### src/rtl/pwm_ctl_pkg.sv
package pwm_ctl_pkg;
  localparam int PS_W  = 2;
  localparam int DIV_W = (1 << PS_W) - 1;

  typedef struct packed {
    logic            run;
    logic            pos_pol;
    logic [PS_W-1:0] div_sel;
  } ctl_word_t;

  localparam int CTL_W = $bits(ctl_word_t);

  // last value of the tick divider counter for a given select
  function automatic logic [DIV_W-1:0] div_last(input logic [PS_W-1:0] sel);
    logic [DIV_W:0] one_hot;
    one_hot = '0;
    one_hot[sel] = 1'b1;
    return DIV_W'(one_hot - 1'b1);
  endfunction

  // output level from comparator result, polarity and run state
  function automatic logic drive_level(input logic below, input logic pos_pol,
                                       input logic run);
    if (!run) return ~pos_pol;
    return pos_pol ? below : ~below;
  endfunction
endpackage

### src/rtl/pwm_regfile.sv
module pwm_regfile
  import pwm_ctl_pkg::*;
#(
  parameter int          DUTY_W   = 8,
  parameter logic [CTL_W-1:0] RST_CTL = 4'hF,
  parameter logic [DUTY_W-1:0] RST_DUTY = 8'hC8
) (
  input  logic              clk,
  input  logic              rst_n,
  input  logic              wr_en,
  input  logic              wr_addr,
  input  logic [DUTY_W-1:0] wr_data,
  input  logic              rd_addr,
  output logic [DUTY_W-1:0] rd_data,
  output ctl_word_t         ctl_o,
  output logic [DUTY_W-1:0] duty_stage_o
);
  localparam logic SEL_CTL  = 1'b0;
  localparam logic SEL_DUTY = 1'b1;

  ctl_word_t         ctl_q;
  logic [DUTY_W-1:0] duty_q;

  always_ff @(posedge clk or negedge rst_n) begin
    if (!rst_n) begin
      ctl_q  <= ctl_word_t'(RST_CTL);
      duty_q <= RST_DUTY;
    end else if (wr_en) begin
      if (wr_addr == SEL_CTL) ctl_q  <= ctl_word_t'(wr_data[CTL_W-1:0]);
      else                    duty_q <= wr_data;
    end
  end

  always_comb begin
    if (rd_addr == SEL_CTL) rd_data = DUTY_W'(ctl_q);
    else                    rd_data = duty_q;
  end

  assign ctl_o        = ctl_q;
  assign duty_stage_o = duty_q;

  a_r2_duty_write: assert property (@(posedge clk) disable iff (!rst_n)
    (wr_en && wr_addr == SEL_DUTY) |=> (duty_q == $past(wr_data)));
endmodule

### src/rtl/pwm_prescaler.sv
module pwm_prescaler
  import pwm_ctl_pkg::*;
(
  input  logic            clk,
  input  logic            rst_n,
  input  logic            run,
  input  logic [PS_W-1:0] div_sel,
  output logic            tick
);
  logic [DIV_W-1:0] div_cnt;

  // >= so that a select shrunk mid-count still yields a tick at once
  assign tick = run && (div_cnt >= div_last(div_sel));

  always_ff @(posedge clk or negedge rst_n) begin
    if (!rst_n)    div_cnt <= '0;
    else if (!run) div_cnt <= '0;
    else if (tick) div_cnt <= '0;
    else           div_cnt <= div_cnt + 1'b1;
  end

  a_r3_tick_spacing: assert property (@(posedge clk) disable iff (!rst_n)
    (tick && div_sel != '0) |=> (!tick || div_sel == '0));
endmodule

### src/rtl/pwm_engine.sv
module pwm_engine
  import pwm_ctl_pkg::*;
#(
  parameter int DUTY_W = 8,
  parameter logic [DUTY_W-1:0] RST_DUTY = 8'hC8,
  parameter logic RST_POL = 1'b1
) (
  input  logic              clk,
  input  logic              rst_n,
  input  logic              run,
  input  logic              pos_pol,
  input  logic              tick,
  input  logic [DUTY_W-1:0] duty_stage,
  output logic              pwm_out,
  output logic              period_load
);
  localparam logic [DUTY_W-1:0] CNT_LAST = '1;

  logic [DUTY_W-1:0] cnt;
  logic [DUTY_W-1:0] duty_act;
  logic              below;
  logic              wrap_evt;

  assign wrap_evt    = tick && (cnt == CNT_LAST);
  assign period_load = !run || wrap_evt;
  assign below       = cnt < duty_act;

  always_ff @(posedge clk or negedge rst_n) begin
    if (!rst_n)    cnt <= '0;
    else if (!run) cnt <= '0;
    else if (tick) cnt <= cnt + 1'b1;
  end

  always_ff @(posedge clk or negedge rst_n) begin
    if (!rst_n)           duty_act <= RST_DUTY;
    else if (period_load) duty_act <= duty_stage;
  end

  always_ff @(posedge clk or negedge rst_n) begin
    if (!rst_n) pwm_out <= ~RST_POL;
    else        pwm_out <= drive_level(below, pos_pol, run);
  end

  a_r3_wrap_to_zero: assert property (@(posedge clk) disable iff (!rst_n)
    wrap_evt |=> (cnt == '0));
  a_r6_duty_only_at_wrap: assert property (@(posedge clk) disable iff (!rst_n)
    !$stable(duty_act) |-> $past(period_load));
  a_r5_idle_level: assert property (@(posedge clk) disable iff (!rst_n)
    $past(!run) |-> (pwm_out == !$past(pos_pol)));
  a_r5_count_held: assert property (@(posedge clk) disable iff (!rst_n)
    !run |=> (cnt == '0));
  a_r7_zero_duty_pos: assert property (@(posedge clk) disable iff (!rst_n)
    (run && pos_pol && duty_act == '0) |=> !pwm_out);
  a_r7_zero_duty_neg: assert property (@(posedge clk) disable iff (!rst_n)
    (run && !pos_pol && duty_act == '0) |=> pwm_out);
endmodule

### src/rtl/lcd_contrast_pwm.sv
module lcd_contrast_pwm
  import pwm_ctl_pkg::*;
#(
  parameter int DUTY_W = 8,
  parameter logic [CTL_W-1:0] RST_CTL = 4'hF,
  parameter logic [DUTY_W-1:0] RST_DUTY = 8'hC8
) (
  input  logic              clk,
  input  logic              rst_n,
  input  logic              wr_en,
  input  logic              wr_addr,
  input  logic [DUTY_W-1:0] wr_data,
  input  logic              rd_addr,
  output logic [DUTY_W-1:0] rd_data,
  output logic              pwm_out
);
  ctl_word_t         ctl;
  logic [DUTY_W-1:0] duty_stage;
  logic              tick;
  logic              period_load;

  pwm_regfile #(
    .DUTY_W(DUTY_W), .RST_CTL(RST_CTL), .RST_DUTY(RST_DUTY)
  ) u_regs (
    .clk(clk), .rst_n(rst_n), .wr_en(wr_en), .wr_addr(wr_addr),
    .wr_data(wr_data), .rd_addr(rd_addr), .rd_data(rd_data),
    .ctl_o(ctl), .duty_stage_o(duty_stage)
  );

  pwm_prescaler u_div (
    .clk(clk), .rst_n(rst_n), .run(ctl.run), .div_sel(ctl.div_sel),
    .tick(tick)
  );

  pwm_engine #(
    .DUTY_W(DUTY_W), .RST_DUTY(RST_DUTY), .RST_POL(RST_CTL[2])
  ) u_eng (
    .clk(clk), .rst_n(rst_n), .run(ctl.run), .pos_pol(ctl.pos_pol),
    .tick(tick), .duty_stage(duty_stage), .pwm_out(pwm_out),
    .period_load(period_load)
  );

  a_r5_no_load_while_running: assert property (@(posedge clk) disable iff (!rst_n)
    (ctl.run && !tick) |-> !period_load);
endmodule

### config.mk
export PLATFORM = sky130hd
export DESIGN_NAME = lcd_contrast_pwm
export DESIGN_NICKNAME = d
export VERILOG_FILES = /design/src/rtl/pwm_ctl_pkg.sv /design/src/rtl/pwm_regfile.sv /design/src/rtl/pwm_prescaler.sv /design/src/rtl/pwm_engine.sv /design/src/rtl/lcd_contrast_pwm.sv
export SDC_FILE = /design/constraint.sdc
export NUM_CORES = 1
export LEC_CHECK = 0
export BUFFER_PORTS_ARGS = -buffer_cell sky130_fd_sc_hd__buf_2
export CORE_MARGIN = 2
export CORE_UTILIZATION = 50
export CTS_BUF_LIST = sky130_fd_sc_hd__clkbuf_8
export DETAILED_ROUTE_END_ITERATION = 12
export PLACE_DENSITY_LB_ADDON = 0.25
export SETUP_SLACK_MARGIN = 0.1
export SYNTH_ARGS = -nofsm -noshare
export SYNTH_HDL_FRONTEND = slang
export SYNTH_SLANG_ARGS = --single-unit
### constraint.sdc
create_clock -name clk -period 3 [get_ports clk]
set_input_delay 0.6 -clock clk [delete_from_list [all_inputs] [get_ports clk]]
set_output_delay 0.6 -clock clk [all_outputs]
set_load 0.05 [all_outputs]
==> flow_metrics.tcl <==
set metrics [dict create \
    ff2ff_path_depth 6 \
    p_leak_nw 0.8915 \
    gp_congestion 0.8326 \
    diodes 0 \
    vias 1133 \
    ys_top_cells_by_area "dfrtp_1, dfstp_2, mux2_2, ha_1, o21ai_0" \
    setup_tns_ns 0 \
    r2r_end "u_eng.duty_act[4]" \
    met1_usage 0.2560 \
    clkSinkCount 32 \
    synth_edf_count 0 \
    critPathArrivalTime_ns 2.48 \
    drtPass1Iterations 4 \
    area_delta_synth_final_pct 16.36 \
    start_util 0.5323 \
    path_class "flop to flop" \
    tightestPinTransition_ns 0.6873 \
    hold_viol_final 0 \
    finalCritPeriodShare 0.7724 \
    ys_ff_latch 32 \
    reg2reg_from "u_regs.ctl_o[1]" \
    synth_top_area_share 0.3333 \
    ctsHoldBuffers 0 \
    totalWireLength_um 2996 \
    synth_nets 168 \
    synth_flop_cell "dfrtp_1" \
    final_common_cell "dfrtp_1" \
    crit_path_start_kind "flop" \
    async_flop_share 1.000 \
    drv_slew 0 \
    slew_headroom 0.5418 \
    port_buffers 21 \
    syn_inst 143 \
    drc 0 \
    busiest_layer "met2" \
    ir_worst_vdd_mv 0.4162 \
    post-route-util 0.6194 \
    setup_violations 0 \
    end_kind "flop" \
    die_h_um 61.48 \
    die_area_um2 3779 \
    period_minus_slack_ns 2.317 \
    antenna_found_initial 0 \
    gr-usage-met2 0.3070 \
    power_density_nw_per_um2 684.7 \
    overflow 0 \
    wl_per_cell_um 13.93 \
    coreArea_um2 3103 \
    synthesis.area_um2 1652 \
    synth_cell_types 34 \
    grt_pass1_wl_um 5271 \
    ys_warn_count 0 \
    status "finished clean" \
    drt_iter0_drc 31 \
    synth_area_leader_cell "dfrtp_1" \
    hpwlAfterDp_um 2269 \
    clockBufferDepth 2 \
    grt_pass1_vias 1145 \
    total_power_mw 1.316 \
    ctsResizeCount 0 \
    h-tree-depth 2 \
    ioPinCount 22 \
    grt_max_degree 33 \
    final_nets 195 \
    fin_skew_ns 0.007696 \
    grt_use_total 0.1940 \
    avgSynthCellArea_um2 11.55 \
    clock_latency_ns 0.28 \
    cts_buffers 5 \
    final_cell_mix "dfrtp_1, buf_2, mux2_2" \
    clk_pin_slew_ns 0.07 \
    ant_nets 0 \
    cts_tree "done" \
    postCtsSetupBuffers 0 \
    vias_per_cell 5.270 \
    layout-drive-gt1-share 0.3684 \
    die_x_um 61.48 \
    crit_path_max_fanout 8 \
    ys_seq_area_frac 0.4924 \
    fmax_ghz 0.4316 \
    ff2ff_setup_slack_ns 0.68 \
    grtUsageMet3 0.05042 \
    root_buffer "clkbuf_8" \
    worstPathRequired_ns 3.16 \
    hold_class "primary input to asynchronous set/reset pin" \
    rsz0062_at_grt "false" \
    core.rowCount 20 \
    cap_violations 0 \
]
-- logic make-up (layout without fill, tap and decap cells) --
kind of cell             count (synthesis)  count (layout)  synth area share
AND/OR/NAND/NOR                         36              36            0.1152
adder cells (fa/ha/maj)                 12              12           0.09091
XOR/XNOR                                 3               3           0.01591
AO/OA/AOI/OAI                           26              26            0.1129
flip-flops                              32              32            0.4924
buffers and inverters                   13              41           0.03030
multiplexers                            21              21            0.1424
-- critical path, cell delays in order, from the launching register on --
cell and delay (ns):
dfstp_2 0.37, or2_2 0.29, ha_1 0.27, nand2b_1 0.11
a31oi_2 0.12, o41ai_4 0.64, mux2_2 0.40
-- power by group --
group,internal (mW),leakage [nW],switching (mW)
Sequential,0.518,0.386,0.0533
Clock,0.246,0.0541,0.163
Combinational,0.138,0.451,0.199
Total,0.901,0.891,0.415
-- final cells by class --
class	instances	area, um2
fill	284	1181
sequential	32	813.3
multi-input combinational	98	788.3
timing repair buffer	22	112.6
clock buffer	5	68.82
tap	44	55.05
clock inverter	3	42.54
inverter	11	41.29
-- stage by stage --
step	cells	worst slack [ns]	hold slack, ns	cell area, um2
floorplan	143	0.5203	0.3044	1652
global placement	207	0.7358	0.4517	1810
detailed placement	207	0.6762	0.4675	1810
CTS	215	0.6697	0.3870	1922
global route	215	0.5969	0.4198	1922
finish	215	0.6829	0.3574	1922
-- synthesized netlist by cell type (4+ instances only) --
cell and count:
mux2_2 20, ha_1 12, nand2_1 11, dfrtp_1 22
and2_1 4, a21oi_1 5, dfstp_2 10, nor2_1 4
o21ai_0 9, inv_1 10
-- state kept, by name, indices dropped and copies added, names as in the netlist --
name,count
u_regs.ctl_o,4
u_eng.pwm_out,1
u_eng.cnt,8
u_eng.duty_act,8
u_regs.duty_stage_o,8
u_div.div_cnt,3
-- per-layer routing --
metal	wire [um]	part of all wire	vias to the layer above
met5	0	0	-
met4	44	0.015	0
met3	100	0.033	4
met2	1436	0.48	15
met1	1415	0.47	555
li1	-	-	559
-- worst max-delay path by stage --
stage	to	cells after the start	from
floorplan	rd_data[3]	2	u_regs.ctl_o[3]
global placement	u_eng.duty_act[4]	6	u_regs.ctl_o[1]
detailed placement	u_eng.duty_act[4]	6	u_regs.ctl_o[1]
CTS	u_eng.duty_act[4]	6	u_regs.ctl_o[1]
global route	u_eng.duty_act[2]	6	u_regs.ctl_o[1]
finish	u_eng.duty_act[4]	6	u_regs.ctl_o[1]
Note: power is estimated with default switching activity, not from simulation.
